## config.mk

```make
export PLATFORM = sky130hd
export DESIGN_NAME = fact_accel
export DESIGN_NICKNAME = d
export VERILOG_FILES = /design/src/rtl/fact_pkg.sv /design/src/rtl/fact_engine.sv /design/src/rtl/fact_irq.sv /design/src/rtl/fact_regs.sv /design/src/rtl/fact_accel.sv
export SDC_FILE = /design/constraint.sdc
export NUM_CORES = 2
export LEC_CHECK = 0
export ABC_AREA = 0
export BUFFER_PORTS_ARGS = -buffer_cell sky130_fd_sc_hd__buf_4
export CAP_MARGIN = 30
export CORE_ASPECT_RATIO = 1.4
export CORE_UTILIZATION = 47
export DETAILED_ROUTE_END_ITERATION = 10
export GPL_TIMING_DRIVEN = 0
export SETUP_SLACK_MARGIN = 0.4
export SYNTH_ARGS = -nofsm -noshare
export SYNTH_HDL_FRONTEND = slang
export SYNTH_HIERARCHICAL = 1
export SYNTH_SLANG_ARGS = --single-unit
```

## constraint.sdc

```tcl
create_clock -name clk -period 11.69 [get_ports clk]
set_input_delay 3.507 -clock clk [delete_from_list [all_inputs] [get_ports clk]]
set_output_delay 3.507 -clock clk [all_outputs]
set_load 0.05 [all_outputs]
```

## src/rtl/fact_pkg.sv

```systemverilog
package fact_pkg;
  localparam int unsigned DATA_W    = 32;
  localparam int unsigned OFF_IDENT = 'h00;
  localparam int unsigned OFF_LIVE  = 'h04;
  localparam int unsigned OFF_FACT  = 'h08;
  localparam int unsigned OFF_CTRL  = 'h20;
  localparam int unsigned OFF_ISTAT = 'h24;
  localparam int unsigned OFF_ISET  = 'h60;
  localparam int unsigned OFF_ICLR  = 'h64;
  localparam logic [31:0] IDENT_WORD = 32'h0100_00ED;
  localparam int unsigned WORD_BYTES = 4;

  typedef enum logic [0:0] {
    ENG_IDLE = 1'b0,
    ENG_RUN  = 1'b1
  } eng_state_e;

  typedef struct packed {
    logic live;
    logic fact;
    logic ctrl;
    logic iset;
    logic iclr;
  } wr_strobe_t;
endpackage

```

## src/rtl/fact_engine.sv

```systemverilog
module fact_engine
  import fact_pkg::*;
#(
  parameter int unsigned DW         = 32,
  parameter bit          EARLY_ZERO = 1'b1
) (
  input  logic          clk,
  input  logic          rst_n,
  input  logic          start_i,
  input  logic [DW-1:0] operand_i,
  output logic          busy_o,
  output logic          done_o,
  output logic [DW-1:0] result_o
);
  eng_state_e    state_q, state_d;
  logic [DW-1:0] acc_q, acc_d;
  logic [DW-1:0] cnt_q, cnt_d;
  logic [DW-1:0] prod;
  logic          acc_zero;
  logic          finish;
  logic          load_en;

  assign prod = acc_q * cnt_q;

  generate
    if (EARLY_ZERO) begin : g_zero_stop
      assign acc_zero = (acc_q == '0);
    end else begin : g_full_run
      assign acc_zero = 1'b0;
    end
  endgenerate

  assign finish = (state_q == ENG_RUN) && ((cnt_q == '0) || acc_zero);

  always_comb begin
    state_d = state_q;
    acc_d   = acc_q;
    cnt_d   = cnt_q;
    load_en = 1'b0;
    unique case (state_q)
      ENG_IDLE: begin
        if (start_i) begin
          state_d = ENG_RUN;
          acc_d   = {{(DW-1){1'b0}}, 1'b1};
          cnt_d   = operand_i;
          load_en = 1'b1;
        end
      end
      ENG_RUN: begin
        load_en = 1'b1;
        if (finish) begin
          state_d = ENG_IDLE;
        end else begin
          acc_d = prod;
          cnt_d = cnt_q - {{(DW-1){1'b0}}, 1'b1};
        end
      end
      default: state_d = ENG_IDLE;
    endcase
  end

  always_ff @(posedge clk or negedge rst_n) begin
    if (!rst_n) begin
      state_q <= ENG_IDLE;
      acc_q   <= '0;
      cnt_q   <= '0;
    end else begin
      state_q <= state_d;
      if (load_en) begin
        acc_q <= acc_d;
        cnt_q <= cnt_d;
      end
    end
  end

  assign busy_o   = (state_q == ENG_RUN);
  assign done_o   = finish;
  assign result_o = acc_q;
endmodule

```

## src/rtl/fact_irq.sv

```systemverilog
module fact_irq #(
  parameter int unsigned DW = 32
) (
  input  logic          clk,
  input  logic          rst_n,
  input  logic [DW-1:0] sw_set_i,
  input  logic [DW-1:0] sw_clr_i,
  input  logic [DW-1:0] ext_set_i,
  input  logic          done_set_i,
  output logic [DW-1:0] stat_o,
  output logic          irq_o
);
  logic [DW-1:0] stat_q, stat_d;
  logic [DW-1:0] set_all;
  logic          upd_en;

  always_comb begin
    set_all    = sw_set_i | ext_set_i;
    set_all[0] = set_all[0] | done_set_i;
    // Sets are applied after the clear so that a simultaneous event is kept.
    stat_d = (stat_q & ~sw_clr_i) | set_all;
    upd_en = (stat_d != stat_q);
  end

  always_ff @(posedge clk or negedge rst_n) begin
    if (!rst_n) begin
      stat_q <= '0;
    end else if (upd_en) begin
      stat_q <= stat_d;
    end
  end

  assign stat_o = stat_q;
  assign irq_o  = |stat_q;
endmodule

```

## src/rtl/fact_regs.sv

```systemverilog
module fact_regs
  import fact_pkg::*;
#(
  parameter int unsigned DW     = 32,
  parameter int unsigned ADDR_W = 20
) (
  input  logic              clk,
  input  logic              rst_n,
  input  logic              bus_valid,
  input  logic              bus_write,
  input  logic [ADDR_W-1:0] bus_addr,
  input  logic [3:0]        bus_size,
  input  logic [DW-1:0]     bus_wdata,
  output logic              bus_rvalid,
  output logic [DW-1:0]     bus_rdata,
  input  logic              busy_i,
  input  logic              done_i,
  input  logic [DW-1:0]     result_i,
  input  logic [DW-1:0]     istat_i,
  output logic              start_o,
  output logic [DW-1:0]     operand_o,
  output logic [DW-1:0]     iset_o,
  output logic [DW-1:0]     iclr_o,
  output logic              irq_en_o,
  output logic [DW-1:0]     fact_o
);
  localparam logic [DW-1:0] ALL_ONES = '1;

  logic          size_ok;
  logic          wr_ok;
  logic          rd_req;
  wr_strobe_t    wr;
  logic [DW-1:0] live_q, live_d;
  logic [DW-1:0] fact_q, fact_d;
  logic          en_q, en_d;
  logic          rvalid_d;
  logic [DW-1:0] rdata_q, rdata_d;
  logic          live_en, fact_en, en_en;

  assign size_ok = (bus_size == 4'(WORD_BYTES));
  assign wr_ok   = bus_valid && bus_write && size_ok;
  assign rd_req  = bus_valid && !bus_write;

  always_comb begin
    wr.live = wr_ok && (bus_addr == ADDR_W'(OFF_LIVE));
    wr.fact = wr_ok && (bus_addr == ADDR_W'(OFF_FACT));
    wr.ctrl = wr_ok && (bus_addr == ADDR_W'(OFF_CTRL));
    wr.iset = wr_ok && (bus_addr == ADDR_W'(OFF_ISET));
    wr.iclr = wr_ok && (bus_addr == ADDR_W'(OFF_ICLR));
  end

  // Operand lock-out: the engine only accepts a new value while idle.
  assign start_o   = wr.fact && !busy_i;
  assign operand_o = bus_wdata;
  assign iset_o    = wr.iset ? bus_wdata : '0;
  assign iclr_o    = wr.iclr ? bus_wdata : '0;

  always_comb begin
    live_d  = ~bus_wdata;
    live_en = wr.live;
    en_d    = bus_wdata[1];
    en_en   = wr.ctrl;
    fact_en = 1'b0;
    fact_d  = fact_q;
    if (done_i) begin
      fact_d  = result_i;
      fact_en = 1'b1;
    end else if (start_o) begin
      fact_d  = bus_wdata;
      fact_en = 1'b1;
    end
  end

  always_comb begin
    rvalid_d = rd_req;
    rdata_d  = ALL_ONES;
    if (rd_req && size_ok) begin
      if (bus_addr == ADDR_W'(OFF_IDENT)) begin
        rdata_d = DW'(IDENT_WORD);
      end else if (bus_addr == ADDR_W'(OFF_LIVE)) begin
        rdata_d = live_q;
      end else if (bus_addr == ADDR_W'(OFF_FACT)) begin
        rdata_d = fact_q;
      end else if (bus_addr == ADDR_W'(OFF_CTRL)) begin
        rdata_d = {{(DW-2){1'b0}}, en_q, busy_i};
      end else if (bus_addr == ADDR_W'(OFF_ISTAT)) begin
        rdata_d = istat_i;
      end
    end
  end

  always_ff @(posedge clk or negedge rst_n) begin
    if (!rst_n) begin
      live_q     <= '0;
      fact_q     <= '0;
      en_q       <= 1'b0;
      bus_rvalid <= 1'b0;
      rdata_q    <= '0;
    end else begin
      if (live_en) live_q <= live_d;
      if (fact_en) fact_q <= fact_d;
      if (en_en)   en_q   <= en_d;
      bus_rvalid <= rvalid_d;
      if (rd_req) rdata_q <= rdata_d;
    end
  end

  assign bus_rdata = rdata_q;
  assign irq_en_o  = en_q;
  assign fact_o    = fact_q;
endmodule

```

## src/rtl/fact_accel.sv

```systemverilog
module fact_accel
  import fact_pkg::*;
#(
  parameter int unsigned DW         = 32,
  parameter int unsigned ADDR_W     = 20,
  parameter bit          EARLY_ZERO = 1'b1
) (
  input  logic              clk,
  input  logic              rst_n,
  input  logic              bus_valid,
  input  logic              bus_write,
  input  logic [ADDR_W-1:0] bus_addr,
  input  logic [3:0]        bus_size,
  input  logic [DW-1:0]     bus_wdata,
  output logic              bus_rvalid,
  output logic [DW-1:0]     bus_rdata,
  input  logic [DW-1:0]     ext_irq_set,
  output logic              irq_out
);
  logic          busy_w;
  logic          done_w;
  logic          start_w;
  logic          irq_en_w;
  logic [DW-1:0] result_w;
  logic [DW-1:0] operand_w;
  logic [DW-1:0] iset_w;
  logic [DW-1:0] iclr_w;
  logic [DW-1:0] irq_stat;
  logic [DW-1:0] fact_val;

  fact_regs #(.DW(DW), .ADDR_W(ADDR_W)) u_regs (
    .clk        (clk),
    .rst_n      (rst_n),
    .bus_valid  (bus_valid),
    .bus_write  (bus_write),
    .bus_addr   (bus_addr),
    .bus_size   (bus_size),
    .bus_wdata  (bus_wdata),
    .bus_rvalid (bus_rvalid),
    .bus_rdata  (bus_rdata),
    .busy_i     (busy_w),
    .done_i     (done_w),
    .result_i   (result_w),
    .istat_i    (irq_stat),
    .start_o    (start_w),
    .operand_o  (operand_w),
    .iset_o     (iset_w),
    .iclr_o     (iclr_w),
    .irq_en_o   (irq_en_w),
    .fact_o     (fact_val)
  );

  fact_engine #(.DW(DW), .EARLY_ZERO(EARLY_ZERO)) u_engine (
    .clk       (clk),
    .rst_n     (rst_n),
    .start_i   (start_w),
    .operand_i (operand_w),
    .busy_o    (busy_w),
    .done_o    (done_w),
    .result_o  (result_w)
  );

  fact_irq #(.DW(DW)) u_irq (
    .clk        (clk),
    .rst_n      (rst_n),
    .sw_set_i   (iset_w),
    .sw_clr_i   (iclr_w),
    .ext_set_i  (ext_irq_set),
    .done_set_i (done_w && irq_en_w),
    .stat_o     (irq_stat),
    .irq_o      (irq_out)
  );
endmodule

```

== Word level (Yosys, flattened, before mapping) ==
Cells that the tools add are included.
Word-level totals
  bits in registers: 195
  output and inout port bits: 34
Operators by class
  $add $sub $neg: 1
  reductions and logical operators: 22
  bitwise operators: 7
  equality and inequality tests: 10
  muxes and demuxes: 20
  $mul: 1
Operators with widths (count)
  32-bit 2-to-1 mux: 13
  32-bit one-hot mux with 2 select lines: 2
  32-bit zero test: 2
  32-bit NOT: 2
  32-bit OR: 2
  20-bit by 6-bit == test with 1-bit output (second input constant): 2
  20-bit by 7-bit == test with 1-bit output (second input constant): 2
  32-bit bitwise AND: 1
  32-bit by 32-bit multiplier with 32-bit output: 1
  32-bit != test: 1
  32-bit OR reduction: 1
  32-bit by 1-bit subtractor with 32-bit output (second input constant): 1
  20-bit by 3-bit == test with 1-bit output (second input constant): 1
  20-bit by 4-bit == test with 1-bit output (second input constant): 1
  20-bit zero test: 1
  1-bit logical AND: 12
  4-bit by 3-bit == test with 1-bit output (second input constant): 1
  2-bit != test (second input constant): 2
  1-bit one-hot mux with 2 select lines: 2
  1-bit 2-to-1 mux: 3
  3-bit AND reduction: 1
  1-bit zero test: 2
  2-bit AND reduction: 1
  2-bit nonzero test: 1
  other kinds (3): 3

== Longest topological paths before layout ==
  depth after elaboration: 8
  depth in mapped cells: 27
  depth with buffers taken out: 24

== Hierarchy ==
The synthesis kept the hierarchy.
By module, submodules not included
  fact_engine: cells each 2137, seq. area each 1626.6 µm², area each 19092.1 µm², times used 1
  fact_regs: cells each 543, seq. area each 2452.4 µm², area each 5679.2 µm², times used 1
  fact_irq: cells each 139, seq. area each 800.8 µm², area each 1277.5 µm², times used 1
  fact_accel: cells each 1, seq. area each 0.0 µm², area each 6.3 µm², times used 1

== Worst setup path before layout ==
OpenSTA, ideal clock, no wires.
  kind: reg2reg
  start point: reg u_engine.cnt_q[2]
  end point: reg u_engine.acc_q[21], in the netlist u_engine/result_o[21]
  arrival: 6645 ps
  cell stages (with the launch flop): 23
  path slack: 4923 ps
  clock period less this slack: 6767 ps
  path through: dfrtp_1 > clkbuf_1 > clkbuf_1 > and2_1 > fa_1 > inv_1 > fa_1 > fa_1 > fa_1 > inv_1 > ha_1 > ha_1 > fa_1 > fa_1 > ha_1 > a21o_1 > a2111oi_1 > o22ai_1 > o31a_1 > o21a_1 > o21a_1 > or3_1 > a32o_1
On the way
  cells in the longest elaborated chain, start to end: 5
  elaborated cells between the ends (all ways): 8
  those cells by class: mul (1); eq/ne (1); mux (2); reduce/logical (4)
Ends and longest elaborated chain
  start: declaration: line fact_engine.sv:17  | logic [DW-1:0] cnt_q, cnt_d;
  start signal: assignment: line fact_engine.sv:71  | cnt_q <= cnt_d;
  branches (longest 5 deep; another with 32-bit by 32-bit multiplier with 32-bit output)
  end signal: assignment: line fact_engine.sv:65  | acc_q <= '0;
  end signal: assignment: line fact_engine.sv:70  | acc_q <= acc_d;
  end: declaration: line fact_engine.sv:16  | logic [DW-1:0] acc_q, acc_d;
Parallel ways; which one is timed is not known. The select of a mux whose other input is x is not followed.
A chain may end at the register's enable or synchronous reset.

== Worst setup path after layout ==
  start point: reg u_engine.acc_q[4], in the netlist u_engine/result_o[4]
  end point: reg u_engine.acc_q[31], in the netlist u_engine/result_o[31]
On the way
  cells in the longest elaborated chain, start to end: 5
  elaborated cells between the ends (all ways): 8
  those cells by class: mul (1); eq/ne (1); mux (2); reduce/logical (4)
Ends and longest elaborated chain
  branches (longest 5 deep; another with 32-bit by 32-bit multiplier with 32-bit output)
Parallel ways; which one is timed is not known. The select of a mux whose other input is x is not followed.

==> run_summary.xml <==
<?xml version="1.0" encoding="UTF-8"?>
<metrics>
  <group name="placed_design">
    <metric name="place.port_buffers" unit="">125</metric>
    <metric name="preCtsSetupSlack" unit="ns">3.02</metric>
    <metric name="gp_congestion" unit="">0.991</metric>
    <metric name="dpl.cell_count" unit="">3676</metric>
    <metric name="place.detailed.hpwl" unit="µm">78300</metric>
  </group>
  <group name="power_and_ir_drop">
    <metric name="seqPwrFrac" unit="">0.498</metric>
    <metric name="part_of_the_power_in_combinational_logic" unit="">0.058</metric>
    <metric name="power_switching" unit="mW">0.325</metric>
    <metric name="power.total" unit="mW">1.35</metric>
    <metric name="cell_internal_pwr" unit="mW">1.03</metric>
    <metric name="power-per-cell-area" unit="mW/mm²">47.1</metric>
    <metric name="switching_share" unit="">0.240</metric>
    <metric name="vdd.ir_drop.worst" unit="V">0.000107</metric>
    <metric name="cellLeakagePower" unit="nW">13.6</metric>
    <metric name="clock_power_share" unit="">0.443</metric>
  </group>
  <group name="job">
    <metric name="max_cap_violations" unit="">0</metric>
  </group>
  <group name="final_layout">
    <metric name="footprint_of_the_multi_input_gates" unit="mm²">0.0186</metric>
    <metric name="share_of_cells_above_drive_strength_1" unit="">0.121</metric>
    <metric name="final-seq-area" unit="mm²">0.00488</metric>
    <metric name="fillCellCount" unit="">5169</metric>
    <metric name="nNetsFinal" unit="">3604</metric>
    <metric name="final_core_utilization" unit="">0.528</metric>
    <metric name="area_growth" unit="%">10.3</metric>
    <metric name="final_std_cells_w_o_fill" unit="">3717</metric>
  </group>
  <group name="floorplanning">
    <metric name="fp.dieArea" unit="mm²">0.0564</metric>
    <metric name="initial_core_util" unit="">0.478</metric>
    <metric name="coreArea" unit="mm²">0.0545</metric>
    <metric name="fp.dieH" unit="µm">281</metric>
    <metric name="die_x" unit="µm">201</metric>
    <metric name="fp-row-count" unit="">101</metric>
    <metric name="number_of_top_level_pins" unit="">126</metric>
  </group>
  <group name="clocking">
    <metric name="worstSkewPairLatency" unit="ns">0.46</metric>
    <metric name="cts.hold.buffers_added" unit="">0</metric>
    <metric name="clkSlewWorstSetupHoldPaths" unit="ns">0.08</metric>
    <metric name="cts_tree" unit="">done</metric>
    <metric name="postCtsSetupBuffers" unit="">0</metric>
    <metric name="cts_inserted_buffers" unit="">17</metric>
    <metric name="cts.root.buffer_cell" unit="">sky130_fd_sc_hd__clkbuf_16</metric>
    <metric name="clock_path_buffers" unit="">2</metric>
    <metric name="numClockSinks" unit="">195</metric>
    <metric name="clock_tree.htree_level_count" unit="">4</metric>
    <metric name="post_cts.resized_instances" unit="">0</metric>
  </group>
  <group name="logic_synthesis">
    <metric name="ys.flop_type" unit="">sky130_fd_sc_hd__dfrtp_1</metric>
    <metric name="ys_top_cells_by_count" unit="">sky130_fd_sc_hd__inv_1, sky130_fd_sc_hd__fa_1, sky130_fd_sc_hd__and2_1</metric>
    <metric name="main_area_contributors_after_synthesis" unit="">sky130_fd_sc_hd__fa_1, sky130_fd_sc_hd__dfrtp_1, sky130_fd_sc_hd__and2_1</metric>
    <metric name="synth_fp_nets" unit="">3444</metric>
    <metric name="synth_area_per_cell" unit="µm²">9.24</metric>
    <metric name="synth_seq_cells" unit="">195</metric>
    <metric name="synthMostInstantiatedCell" unit="">sky130_fd_sc_hd__inv_1</metric>
    <metric name="netlist.area_leader.share" unit="">0.313</metric>
    <metric name="synth.yosys.warnings" unit="">6</metric>
    <metric name="number_of_instances_in_the_synthesized_netlist" unit="">2820</metric>
    <metric name="async_flop_share" unit="">1.00</metric>
    <metric name="ys_types" unit="">80</metric>
    <metric name="synth_top_cell_by_area" unit="">sky130_fd_sc_hd__fa_1</metric>
    <metric name="synth_edf_count" unit="">0</metric>
    <metric name="seq_area_frac_synth" unit="">0.187</metric>
    <metric name="mappedNetlistArea" unit="mm²">0.0261</metric>
  </group>
  <group name="hold_path">
    <metric name="hold_path.class" unit="">reg -&gt; reg</metric>
  </group>
  <group name="worst_setup_path">
    <metric name="cp_num_buf_inv" unit="">4</metric>
    <metric name="critical_path.cell_chain" unit="">clkbuf_1, clkbuf_1, and2_1, fa_1, fa_1, fa_1, inv_1, fa_1, inv_1, fa_1, ha_1, fa_1, fa_1, ha_1, and3_1, nand3_1, a2111oi_2, o21ai_0, nand3b_1, a31oi_1, xnor2_1, o21ai_0</metric>
    <metric name="timing.critical_path.slowest_cell_delay" unit="ns">0.87</metric>
    <metric name="timing_worst_setup_path_type" unit="">reg -&gt; reg</metric>
    <metric name="worst_path_max_delay_cell" unit="">sky130_fd_sc_hd__clkbuf_1</metric>
    <metric name="cp_max_fo" unit="">10</metric>
    <metric name="critical_path_arrival" unit="ns">9.32</metric>
    <metric name="critical-path-top-cell-by-count" unit="">sky130_fd_sc_hd__fa_1</metric>
    <metric name="critPathCaptureType" unit="">register</metric>
    <metric name="worstSetupStartpointType" unit="">register</metric>
    <metric name="worstPathRequired" unit="ns">12.06</metric>
    <metric name="reg2reg_slack" unit="ns">2.75</metric>
    <metric name="path_delay_family" unit="">adder cells</metric>
  </group>
  <group name="global_route">
    <metric name="antenna_violations_before_repair" unit="">4</metric>
    <metric name="overflow" unit="">0</metric>
    <metric name="grt_max_degree" unit="">101</metric>
    <metric name="grt_first_pass_wirelength" unit="µm">146000</metric>
    <metric name="grt_pass1_vias" unit="">22800</metric>
    <metric name="grt_usage" unit="">0.358</metric>
  </group>
  <group name="sta">
    <metric name="slew_headroom" unit="">0.260</metric>
    <metric name="grt_setup_unrepaired" unit="">no</metric>
    <metric name="number_of_setup_violations_in_the_final_report" unit="">0</metric>
    <metric name="clock-skew-final" unit="ns">0.0135</metric>
    <metric name="timing_worst_slew_pin_value" unit="ns">1.11</metric>
    <metric name="setup-tns-final" unit="ns">0</metric>
    <metric name="report.final.slew_viol_count" unit="">0</metric>
    <metric name="post_route_clock_period_utilization" unit="">0.765</metric>
    <metric name="post-route-min-period" unit="ns">8.94</metric>
    <metric name="fmax" unit="MHz">112</metric>
    <metric name="hold_viol_final" unit="">0</metric>
    <metric name="setup_ws" unit="ns">2.75</metric>
  </group>
  <group name="detailed_routing">
    <metric name="drc_errors" unit="">0</metric>
    <metric name="vias_per_cell" unit="">5.75</metric>
    <metric name="drt_pass1_iterations" unit="">7</metric>
    <metric name="antenna_violating_nets_post_route" unit="">0</metric>
    <metric name="routed_wl" unit="µm">97900</metric>
    <metric name="detail_route.iter0.violations" unit="">1595</metric>
    <metric name="dr_total_vias" unit="">21400</metric>
    <metric name="wl_per_cell" unit="µm">26.3</metric>
  </group>
  <group name="status">
    <metric name="outcome" unit="">finished, final reports clean</metric>
  </group>
</metrics>
power by group through the flow:
stage / Sequential, mW / Clock, mW / Combinational (mW)
final: 0.674 / 0.600 / 0.0791
after global routing: 0.674 / 0.629 / 0.0861
after CTS: 0.674 / 0.609 / 0.0802
after floorplan: 0.688 / 0 / 0.0223
after global placement: 0.688 / 0 / 0.0775
after detailed placement: 0.688 / 0 / 0.0796
stage by stage:
step	cell area, µm²	hold WS, ns
2_1_floorplan	26100	0.450
3_3_place_gp	27900	0.461
3_5_place_dp	28100	0.472
4_1_cts	28600	0.490
5_1_grt	28700	0.502
6_report	28700	0.488
worst paths after layout:
| path | start | cells past startpoint | endpoint |
|---|---|---|---|
| max in group asynchronous | rst_n | 2 | u_regs/live_q[28] |
| min in group asynchronous | rst_n | 1 | u_regs/bus_rdata[0] |
| setup reg to reg | u_engine/result_o[4] | 22 | u_engine/result_o[31] |
| setup / recovery | u_engine/result_o[4] | 22 | u_engine/result_o[31] |
| hold reg to reg | u_regs/live_q[2] | 2 | u_regs/live_q[2] |
| hold / removal | u_regs/live_q[2] | 2 | u_regs/live_q[2] |
layer usage:
metal  wire (µm)  part of all wire  global-route usage  vias to the layer above
met3        6460             0.066              0.0612                      362
met2       48500              0.50               0.620                     1036
met4        8790             0.090               0.267                        2
li1            -                 -                   -                     9155
met1       34100              0.35               0.393                    10800
met5          13           0.00013                   0                        -
state kept, by name, indices dropped and copies added, names as in the netlist, 32 cells and up:
name and cells:
u_engine/cnt_q 32, u_engine/result_o 32, u_irq/stat_o 32, u_regs/bus_rdata 32
u_regs/fact_o 32, u_regs/live_q 32
tightest hold or removal path, cell delays in order (launching register included):
cell                      delay, ns
sky130_fd_sc_hd__dfrtp_1       0.35
sky130_fd_sc_hd__nand2_1       0.06
sky130_fd_sc_hd__o21ai_2       0.05
layout make-up:
cell class                 count  area share
sequential                   195       0.170
clock buffer                  22      0.0169
multi-input combinational   1992       0.646
antenna                        3    0.000261
tap                          721      0.0314
timing repair buffer         141      0.0412
buffer                       209      0.0355
clock inverter                10     0.00335
inverter                     424      0.0554
cells in the final DEF (no fill, tap or decap), types with 41 or more instances in the layout:
master,instances
sky130_fd_sc_hd__nand3_1,41
sky130_fd_sc_hd__nand2_1,320
sky130_fd_sc_hd__fa_1,408
sky130_fd_sc_hd__o21ai_0,107
sky130_fd_sc_hd__inv_1,422
sky130_fd_sc_hd__and2_1,376
sky130_fd_sc_hd__mux2_2,48
sky130_fd_sc_hd__nor2_1,84
sky130_fd_sc_hd__buf_4,161
sky130_fd_sc_hd__ha_1,124
sky130_fd_sc_hd__dfrtp_1,195
sky130_fd_sc_hd__clkbuf_1,140
sky130_fd_sc_hd__a21oi_1,107
sky130_fd_sc_hd__xnor2_1,56
cell families (layout without fill, tap and decap cells):
| group | Yosys count | count (layout) | share of synthesized area |
|---|---|---|---|
| and+or+nand+nor | 937 | 937 | 0.188 |
| buffers and inverters | 633 | 806 | 0.100 |
| adders and majority gates | 532 | 532 | 0.373 |
| AOI/OAI and AO/OA | 379 | 379 | 0.0963 |
| DFF | 195 | 195 | 0.187 |
| xor gates and xnor gates | 77 | 77 | 0.0264 |
| muxes | 67 | 67 | 0.0289 |
| other | 0 | 3 | 0 |
Power figures use the tool's default switching activity.
